## config.mk

```make
export PLATFORM = sky130hd
export DESIGN_NAME = moesi_line_ctrl
export DESIGN_NICKNAME = d
export VERILOG_FILES = /design/src/rtl/moesi_pkg.sv /design/src/rtl/moesi_local_next.sv /design/src/rtl/moesi_snoop_next.sv /design/src/rtl/moesi_line_ctrl.sv
export SDC_FILE = /design/constraint.sdc
export NUM_CORES = 1
export LEC_CHECK = 0
export ABC_CLOCK_PERIOD_IN_PS = 4200
export BUFFER_PORTS_ARGS = -buffer_cell sky130_fd_sc_hd__buf_2
export CORE_UTILIZATION = 50
export DETAILED_ROUTE_END_ITERATION = 12
export PLACE_DENSITY = 0.73
export SYNTH_ARGS = -nofsm -noshare
export SYNTH_HDL_FRONTEND = slang
export SYNTH_SLANG_ARGS = --single-unit
```

## constraint.sdc

```tcl
create_clock -name clk -period 4.2 [get_ports clk]
set_input_delay 0 -clock clk [delete_from_list [all_inputs] [get_ports clk]]
set_output_delay 0 -clock clk [all_outputs]
set_load 0.02 [all_outputs]
```

## src/rtl/moesi_pkg.sv

```systemverilog
package moesi_pkg;

    typedef enum logic [2:0] {
        ST_I = 3'd0,
        ST_S = 3'd1,
        ST_E = 3'd2,
        ST_O = 3'd3,
        ST_M = 3'd4
    } line_st_e;

    typedef enum logic [1:0] {
        LOP_IDLE  = 2'd0,
        LOP_READ  = 2'd1,
        LOP_WRITE = 2'd2,
        LOP_EVICT = 2'd3
    } lcl_op_e;

    typedef enum logic [1:0] {
        SOP_IDLE  = 2'd0,
        SOP_READ  = 2'd1,
        SOP_WRITE = 2'd2,
        SOP_NONE  = 2'd3
    } snp_op_e;

    localparam int ST_W = 3;

    function automatic logic holds_dirty(line_st_e s);
        return (s == ST_M) || (s == ST_O);
    endfunction

endpackage

```

## src/rtl/moesi_local_next.sv

```systemverilog
module moesi_local_next
    import moesi_pkg::*;
(
    input  line_st_e cur,
    input  lcl_op_e  op,
    input  logic     en,
    input  logic     peer_shared,
    input  logic     dirty,
    output line_st_e nxt,
    output logic     req_rd,
    output logic     req_wr,
    output logic     wb
);

    always_comb begin
        nxt    = cur;
        req_rd = 1'b0;
        req_wr = 1'b0;
        wb     = 1'b0;
        if (en) begin
            case (op)
                LOP_READ: begin
                    if (cur == ST_I) begin
                        req_rd = 1'b1;
                        nxt    = peer_shared ? ST_S : ST_E;
                    end
                end
                LOP_WRITE: begin
                    nxt = ST_M;
                    if (cur == ST_I || cur == ST_S || cur == ST_O) begin
                        req_wr = 1'b1;
                    end
                end
                LOP_EVICT: begin
                    nxt = ST_I;
                    wb  = dirty && holds_dirty(cur);
                end
                default: ;
            endcase
        end
    end

endmodule

```

## src/rtl/moesi_snoop_next.sv

```systemverilog
module moesi_snoop_next
    import moesi_pkg::*;
(
    input  line_st_e cur,
    input  snp_op_e  op,
    input  logic     dirty,
    output line_st_e nxt,
    output logic     supply,
    output logic     hit,
    output logic     wb
);

    always_comb begin
        nxt    = cur;
        supply = 1'b0;
        hit    = 1'b0;
        wb     = 1'b0;
        case (op)
            SOP_READ: begin
                hit = (cur != ST_I);
                case (cur)
                    ST_M: begin
                        supply = 1'b1;
                        nxt    = ST_O;
                    end
                    ST_O:    supply = 1'b1;
                    ST_E:    nxt    = ST_S;
                    default: ;
                endcase
            end
            SOP_WRITE: begin
                nxt = ST_I;
                wb  = dirty && holds_dirty(cur);
            end
            default: ;
        endcase
    end

endmodule

```

## src/rtl/moesi_line_ctrl.sv

```systemverilog
module moesi_line_ctrl
    import moesi_pkg::*;
#(
    parameter  int LINES = 4,
    localparam int IDX_W = (LINES > 1) ? $clog2(LINES) : 1
) (
    input  logic                  clk,
    input  logic                  rst_n,
    input  logic [1:0]            lcl_op,
    input  logic [IDX_W-1:0]      lcl_idx,
    input  logic                  peer_shared,
    input  logic [1:0]            snp_op,
    input  logic [IDX_W-1:0]      snp_idx,
    output logic                  req_rd,
    output logic                  req_wr,
    output logic                  supply_data,
    output logic                  snp_hit,
    output logic                  wb_local,
    output logic                  wb_snoop,
    output logic [ST_W*LINES-1:0] line_states
);

    typedef struct packed {
        line_st_e [LINES-1:0] st;
        logic     [LINES-1:0] dirty;
    } ctl_t;

    ctl_t     ctl_d, ctl_q;
    lcl_op_e  lop;
    snp_op_e  sop;
    logic     snp_active;
    logic     lcl_en;
    line_st_e lcl_cur, lcl_nxt, snp_cur, snp_nxt;
    logic     lcl_dirty, snp_dirty;

    assign lop        = lcl_op_e'(lcl_op);
    assign sop        = snp_op_e'(snp_op);
    assign snp_active = (sop == SOP_READ) || (sop == SOP_WRITE);
    // same-line collision: the snoop wins, the local operation is dropped
    assign lcl_en     = !(snp_active && (lcl_idx == snp_idx));
    assign lcl_cur    = ctl_q.st[lcl_idx];
    assign lcl_dirty  = ctl_q.dirty[lcl_idx];
    assign snp_cur    = ctl_q.st[snp_idx];
    assign snp_dirty  = ctl_q.dirty[snp_idx];

    moesi_local_next u_local (
        .cur         (lcl_cur),
        .op          (lop),
        .en          (lcl_en),
        .peer_shared (peer_shared),
        .dirty       (lcl_dirty),
        .nxt         (lcl_nxt),
        .req_rd      (req_rd),
        .req_wr      (req_wr),
        .wb          (wb_local)
    );

    moesi_snoop_next u_snoop (
        .cur    (snp_cur),
        .op     (sop),
        .dirty  (snp_dirty),
        .nxt    (snp_nxt),
        .supply (supply_data),
        .hit    (snp_hit),
        .wb     (wb_snoop)
    );

    always_comb begin
        ctl_d = ctl_q;
        if (lcl_en && (lop != LOP_IDLE)) begin
            ctl_d.st[lcl_idx] = lcl_nxt;
        end
        if (snp_active) begin
            ctl_d.st[snp_idx] = snp_nxt;
        end
        for (int i = 0; i < LINES; i++) begin
            case (ctl_d.st[i])
                ST_M:    ctl_d.dirty[i] = 1'b1;
                ST_O:    ctl_d.dirty[i] = ctl_q.dirty[i];
                default: ctl_d.dirty[i] = 1'b0;
            endcase
        end
    end

    always_ff @(posedge clk or negedge rst_n) begin
        if (!rst_n) begin
            ctl_q.st    <= {LINES{ST_I}};
            ctl_q.dirty <= '0;
        end else begin
            ctl_q <= ctl_d;
        end
    end

    assign line_states = ctl_q.st;

endmodule

```

### Yosys cells after proc, flatten, opt, wreduce, memory -nomap -nowiden

Index checks and enable logic that the tools add are counted.

* register bits: 16
* output and inout bits: 18
* word-level logic and storage cells: 86

* order comparisons: 4
* eq/ne operators: 20
* multiplexer cells: 38
* reductions and logical operators: 16

Operator list (count)
* 12-bit bitwise mux: 2
* 12-bit two-way mux: 2
* 3-bit by 2-bit equality test with 1-bit output, second input constant: 7
* 3-bit equality test, second input constant: 6
* 3-bit two-way mux: 6
* 1-bit two-way mux: 14
* 3-bit binary-select mux with 2-bit select: 2
* 3-bit demux with 2-bit select: 2
* 3-bit case mux with 2 select lines: 2
* 3-bit case mux with 3 select lines: 1
* 1-bit case mux with 2 select lines: 4
* 2-bit equality test, second input constant: 3
* 1-bit logical AND: 6
* 2-bit by 3-bit less-than comparator with 1-bit output, second input constant: 2
* 1-bit logical OR: 5
* 1-bit binary-select mux with 2-bit select: 2
* 2-bit by 1-bit equality test with 1-bit output, second input constant: 2
* 2-bit by 1-bit greater-or-equal comparator with 1-bit output, second input constant: 2
* 3-bit by 1-bit equality test with 1-bit output, second input constant: 1
* 3-bit logical NOT: 1
* 3-bit nonzero test: 1
* 2-bit equality test: 1
* 2-bit two-way mux: 1
* 2-bit nonzero test: 1
* other kinds (2): 2

### Depth between registers and ports, before layout

* word-level depth: 12
* gate-level depth with buffers: 9
* gate-level depth less buffers: 8

### Modules after synthesis

From an unflattened synthesis, not the netlist that was laid out.

* cells, all modules: 156
* area, all modules: 1541.5 um2

Modules (own cells, without submodules)
* moesi_line_ctrl: instances 1, cells each 122, area each 1290.0 um2, seq. area each 400.4 um2
* moesi_snoop_next: instances 1, cells each 19, area each 140.1 um2, seq. area each 0.0 um2
* moesi_local_next: instances 1, cells each 15, area each 111.4 um2, seq. area each 0.0 um2

### Worst setup path after synthesis

OpenSTA, ideal clock, no wires.

* kind: flip-flop to flip-flop
* from: reg ctl_q (netlist bit line_states[9])
* to: reg ctl_q[3] in the netlist's numbering
* library setup time: 0.079 ns
* arrival: 2.019 ns
* data required time: 4.121 ns
* path slack: 2.102 ns
* stages on the path, launching flop included: 7
* clock period less this slack: 2.098 ns
* cell sequence: dfrtp_1 -> mux4_2 -> mux2i_1 -> nor3_1 -> nor2_1 -> or4b_1 -> mux2i_1

* cells in the longest elaborated chain, start to end: 12

Ends and longest elaborated chain
* start: declaration: line moesi_line_ctrl.sv:28 `ctl_t ctl_d, ctl_q;`
* start signal: assignment: line moesi_line_ctrl.sv:90 `ctl_q <= ctl_d;`
* 3-bit binary-select mux with 2-bit select: line moesi_line_ctrl.sv:41 `assign lcl_cur = ctl_q.st[lcl_idx];`
* 3-bit two-way mux (not written as such): line moesi_line_ctrl.sv:41
* 3-bit logical NOT: line moesi_local_next.sv:23 `if (cur == ST_I) begin`
* 3-bit two-way mux: line moesi_local_next.sv:23
* 3-bit case mux with 3 select lines: line moesi_local_next.sv:21 `case (op)`
* 3-bit two-way mux: line moesi_local_next.sv:20 `if (en) begin`
* 12-bit bitwise mux: line moesi_line_ctrl.sv:71 `ctl_d.st[lcl_idx] = lcl_nxt;`
* 12-bit two-way mux: line moesi_line_ctrl.sv:70 `if (lcl_en && (lop != LOP_IDLE)) begin`
* 12-bit bitwise mux: line moesi_line_ctrl.sv:74 `ctl_d.st[snp_idx] = snp_nxt;`
* 12-bit two-way mux *: line moesi_line_ctrl.sv:73 `if (snp_active) begin`
* 3-bit by 2-bit equality test with 1-bit output / 3-bit equality test (equally long branches): line moesi_line_ctrl.sv:77 `case (ctl_d.st[i])`
* 1-bit case mux with 2 select lines: line moesi_line_ctrl.sv:77

Mark *: on every way between the ends. The rest lies on a longest branch, timed or not. The select of a mux whose other input is x is not followed.
A chain may end at the register's enable or synchronous reset.

### Worst setup path in the final report

Ends and elaborated chain as after synthesis.

==> impl_summary.log <==
INFO  metric run_status = finished, final reports clean
INFO  metric final.setup.worst_slack = 1.86 ns
INFO  metric synth.yosys.warnings = 0
INFO  metric total_power = 0.603 mW
INFO  metric routed_wire_length_per_instance = 17.9 µm
INFO  metric critical_path.slowest_cell = sky130_fd_sc_hd__mux4_2
INFO  metric maximum_number_of_pins_on_one_net_before_global_route_repair = 17
INFO  metric routed_wirelength = 3570 µm
INFO  metric layout_worst_path_cycle_share = 55.7%
INFO  metric seq_area_frac_synth = 26.9%
INFO  metric clk_pin_slew_worst_paths = 0.09 ns
INFO  metric synth.avg_cell_area = 9.59 µm²
INFO  metric timing.final.setup_violations = 0
INFO  metric worstPathArrival = 2.55 ns
INFO  metric antenna_diode_count = 0
INFO  metric drtIter0Drc = 63
INFO  metric hold_violations = 0
INFO  metric detailroute.via_count = 1266
INFO  metric fmax = 428 MHz
INFO  metric final_period_minus_worst_setup_slack = 2.34 ns
INFO  metric gp_routability_congestion = 0.961
INFO  metric die_x = 56.5 µm
INFO  metric globalRoute.totalOverflow = 0
INFO  metric slowest_delay = 0.57 ns
INFO  metric cts_buffer_depth = 2
INFO  metric die_h = 56.5 µm
INFO  metric post_synth_net_total = 168
INFO  metric post_synth_num_cell_types = 47
INFO  metric die_area = 0.00320 mm²
INFO  metric syn_to_final_growth = 5.13%
INFO  metric synthesis.instances = 155
INFO  metric timing.hold.ws = 0.152 ns
INFO  metric finalMaxSlewViolations = 0
INFO  metric post-dp-hpwl = 2770 µm
INFO  metric tritoncts = done
INFO  metric tritoncts.num_buffers = 3
INFO  metric rr_startpoint = line_states[9]
INFO  metric synth.cell_area = 0.00149 mm²
INFO  metric drc_errors = 0
INFO  metric antenna_found_initial = 0
INFO  metric clock_tree_root_driver_cell = sky130_fd_sc_hd__clkbuf_4
INFO  metric setup_tns = 0 ns
INFO  metric tightest_slew = 0.519 ns
INFO  metric number_of_flops_mapped_to_enable_cells_by_yosys = 0
INFO  metric critical_path_class = flop to flop
INFO  metric critPathRequiredTime = 4.41 ns
INFO  metric fillCellCount = 256
INFO  metric ys_ff_latch = 16
INFO  metric rsz0062_at_grt = false
INFO  metric port_buffers = 28
INFO  metric rows = 19
INFO  metric postSynth.topFlopCell = sky130_fd_sc_hd__dfrtp_1
INFO  metric post-cts-setup-buffer-count = 0
INFO  metric clock-skew-final = 0.00227 ns
INFO  metric vias_per_cell = 6.36
INFO  metric wire_length_of_the_first_global_routing_pass = 5840 µm
INFO  metric core_region_area = 0.00278 mm²
INFO  metric end_kind = flop
INFO  metric critPathLaunchType = flop
INFO  metric worst-path-max-fanout = 7
INFO  metric worst-r2r-setup-slack = 1.86 ns
INFO  metric net_count_final = 183
INFO  metric numClockSinks = 16
INFO  metric route.antenna.remaining_nets = 0
INFO  metric cap_viol_max_count = 0
INFO  metric postSynth.asyncResetShare = 100%
INFO  metric max_h_tree_level = 1
INFO  metric worst_path_most_repeated_cell = sky130_fd_sc_hd__mux2i_1
INFO  metric detailedRoute.firstPassIterationCount = 4
INFO  metric total_power_divided_by_cell_area = 386 mW/mm²
INFO  metric floorplan.initialDensity = 53.4%
INFO  metric timing.max_slew.rel_slack = 64.4%
INFO  metric static-leakage-power = 0.725 nW
INFO  metric via_count_of_the_first_global_routing_pass = 1215
INFO  metric worst_r2r_path_depth = 6
INFO  metric global_route.usage.total = 23.7%
INFO  metric timing.rr.end = ctl_q[3]
INFO  metric placement_stage_worst_setup_slack = 1.90 ns
INFO  metric timing.hold.worst.class = primary input to asynchronous set/reset pin
INFO  metric timing.critical_path.cells = mux4_2, mux2i_1, nor3_1, nor2_1, or4b_1, mux2i_1
INFO  metric layout_cells_sized_above_1 = 28.6%
INFO  metric boundaryPins = 29
INFO  metric ir_worst_vdd = 0.273 mV
INFO  metric clk_latency = 0.28 ns
per-layer routing:
metal	GRT usage [%]	share of wire (%)
met3	3.00	6.4
met5	0	0
met4	9.41	2.2
met2	38.8	48
met1	31.8	43
synth_stat cells, types with 3 or more instances:
cell type,instances,area share (%)
sky130_fd_sc_hd__dfrtp_1,16,27
sky130_fd_sc_hd__buf_4,12,6.1
sky130_fd_sc_hd__nor2_1,10,2.5
sky130_fd_sc_hd__o21ai_0,10,3.4
sky130_fd_sc_hd__inv_1,9,2.3
sky130_fd_sc_hd__mux2i_1,9,6.1
sky130_fd_sc_hd__nand2_1,9,2.3
sky130_fd_sc_hd__mux4_2,7,11
sky130_fd_sc_hd__o22ai_1,7,2.9
sky130_fd_sc_hd__a21oi_1,4,1.3
sky130_fd_sc_hd__a21o_1,3,1.5
sky130_fd_sc_hd__buf_2,3,1.0
sky130_fd_sc_hd__nand3_1,3,1.0
sky130_fd_sc_hd__nor3_1,3,1.0
sky130_fd_sc_hd__or4b_1,3,2.0
cells by family (layout without fill, tap and decap cells):
kind of cell,Yosys count,count (layout),synth area share (%)
AND/OR/NAND/NOR,48,48,20.6
buffers and inverters,28,41,11.4
flip-flops,16,16,26.9
XOR/XNOR,3,3,1.77
multiplexers,21,21,20.7
AO/OA/AOI/OAI,37,37,16.9
adder cells (fa/ha/maj),2,2,1.68
critical path: cells and delay by family (launching register included):
family | cells | cell delay (ns)
AND/OR/NAND/NOR | 3 | 0.96
multiplexers | 3 | 0.89
flip-flops | 1 | 0.42
report_power, final:
part	leakage (nW)	internal (mW)	switching [mW]
logic	0.503	0.123	0.176
registers	0.209	0.187	0.0350
clock network	0.0138	0.0333	0.0491
total	0.725	0.343	0.260
layout by cell type (no fill, tap or decap), types with 2 or more instances in the layout:
cell type | synthesis | layout
sky130_fd_sc_hd__buf_2 | 3 | 28
sky130_fd_sc_hd__dfrtp_1 | 16 | 16
sky130_fd_sc_hd__nor2_1 | 10 | 10
sky130_fd_sc_hd__o21ai_0 | 10 | 10
sky130_fd_sc_hd__inv_1 | 9 | 9
sky130_fd_sc_hd__mux2i_1 | 9 | 9
sky130_fd_sc_hd__nand2_1 | 9 | 9
sky130_fd_sc_hd__mux4_2 | 7 | 7
sky130_fd_sc_hd__o22ai_1 | 7 | 7
sky130_fd_sc_hd__a21oi_1 | 4 | 4
sky130_fd_sc_hd__nor3_1 | 3 | 3
sky130_fd_sc_hd__nand3_1 | 3 | 3
sky130_fd_sc_hd__a21o_1 | 3 | 3
sky130_fd_sc_hd__or4b_1 | 3 | 3
sky130_fd_sc_hd__clkbuf_4 | 0 | 3
sky130_fd_sc_hd__or3_1 | 2 | 2
sky130_fd_sc_hd__mux2_2 | 2 | 2
sky130_fd_sc_hd__mux2_1 | 2 | 2
sky130_fd_sc_hd__xor2_1 | 2 | 2
sky130_fd_sc_hd__nor4_1 | 2 | 2
sky130_fd_sc_hd__o31a_1 | 2 | 2
sky130_fd_sc_hd__nor3b_1 | 2 | 2
sky130_fd_sc_hd__nor3b_4 | 2 | 2
sky130_fd_sc_hd__or3b_2 | 2 | 2
sky130_fd_sc_hd__o21a_1 | 2 | 2
sky130_fd_sc_hd__nand3b_1 | 2 | 2
sky130_fd_sc_hd__and3_1 | 2 | 2
sky130_fd_sc_hd__ha_1 | 2 | 2
timing repair:
action	CTS	global route
hold buffers	1	0
resized for setup	0	0
endpoints found under the hold margin	16	0
through the flow:
stage | std cells | util [%] | instance area [µm²]
floorplan | 155 | - | 1490
global placement | 195 | 55.0 | 1530
detailed placement | 195 | 55.0 | 1530
CTS | 199 | 56.2 | 1560
global route | 199 | 56.2 | 1560
finish | 199 | 56.2 | 1560
final cells by class:
class | instances | area (µm²) | share of cell area [%]
clock buffer | 3 | 22.5 | 1.44
inverter | 9 | 33.8 | 2.16
multi-input combinational | 111 | 917 | 58.7
sequential | 16 | 400 | 25.6
tap | 31 | 38.8 | 2.48
timing repair buffer | 29 | 150 | 9.61
worst max-delay path by stage:
stage / cells after the start / to / startpoint
2_1_floorplan: 6 / ctl_q[3] / line_states[9]
3_3_place_gp: 6 / ctl_q[2] / line_states[10]
3_5_place_dp: 6 / ctl_q[2] / line_states[10]
4_1_cts: 6 / ctl_q[2] / line_states[10]
5_1_grt: 6 / ctl_q[3] / line_states[9]
6_report: 6 / ctl_q[3] / line_states[9]
state kept, by name, summed over array words and instances (netlist names):
name / cells
line_states: 12
ctl_q: 4
No activity file was read; power rests on OpenSTA's default activity.
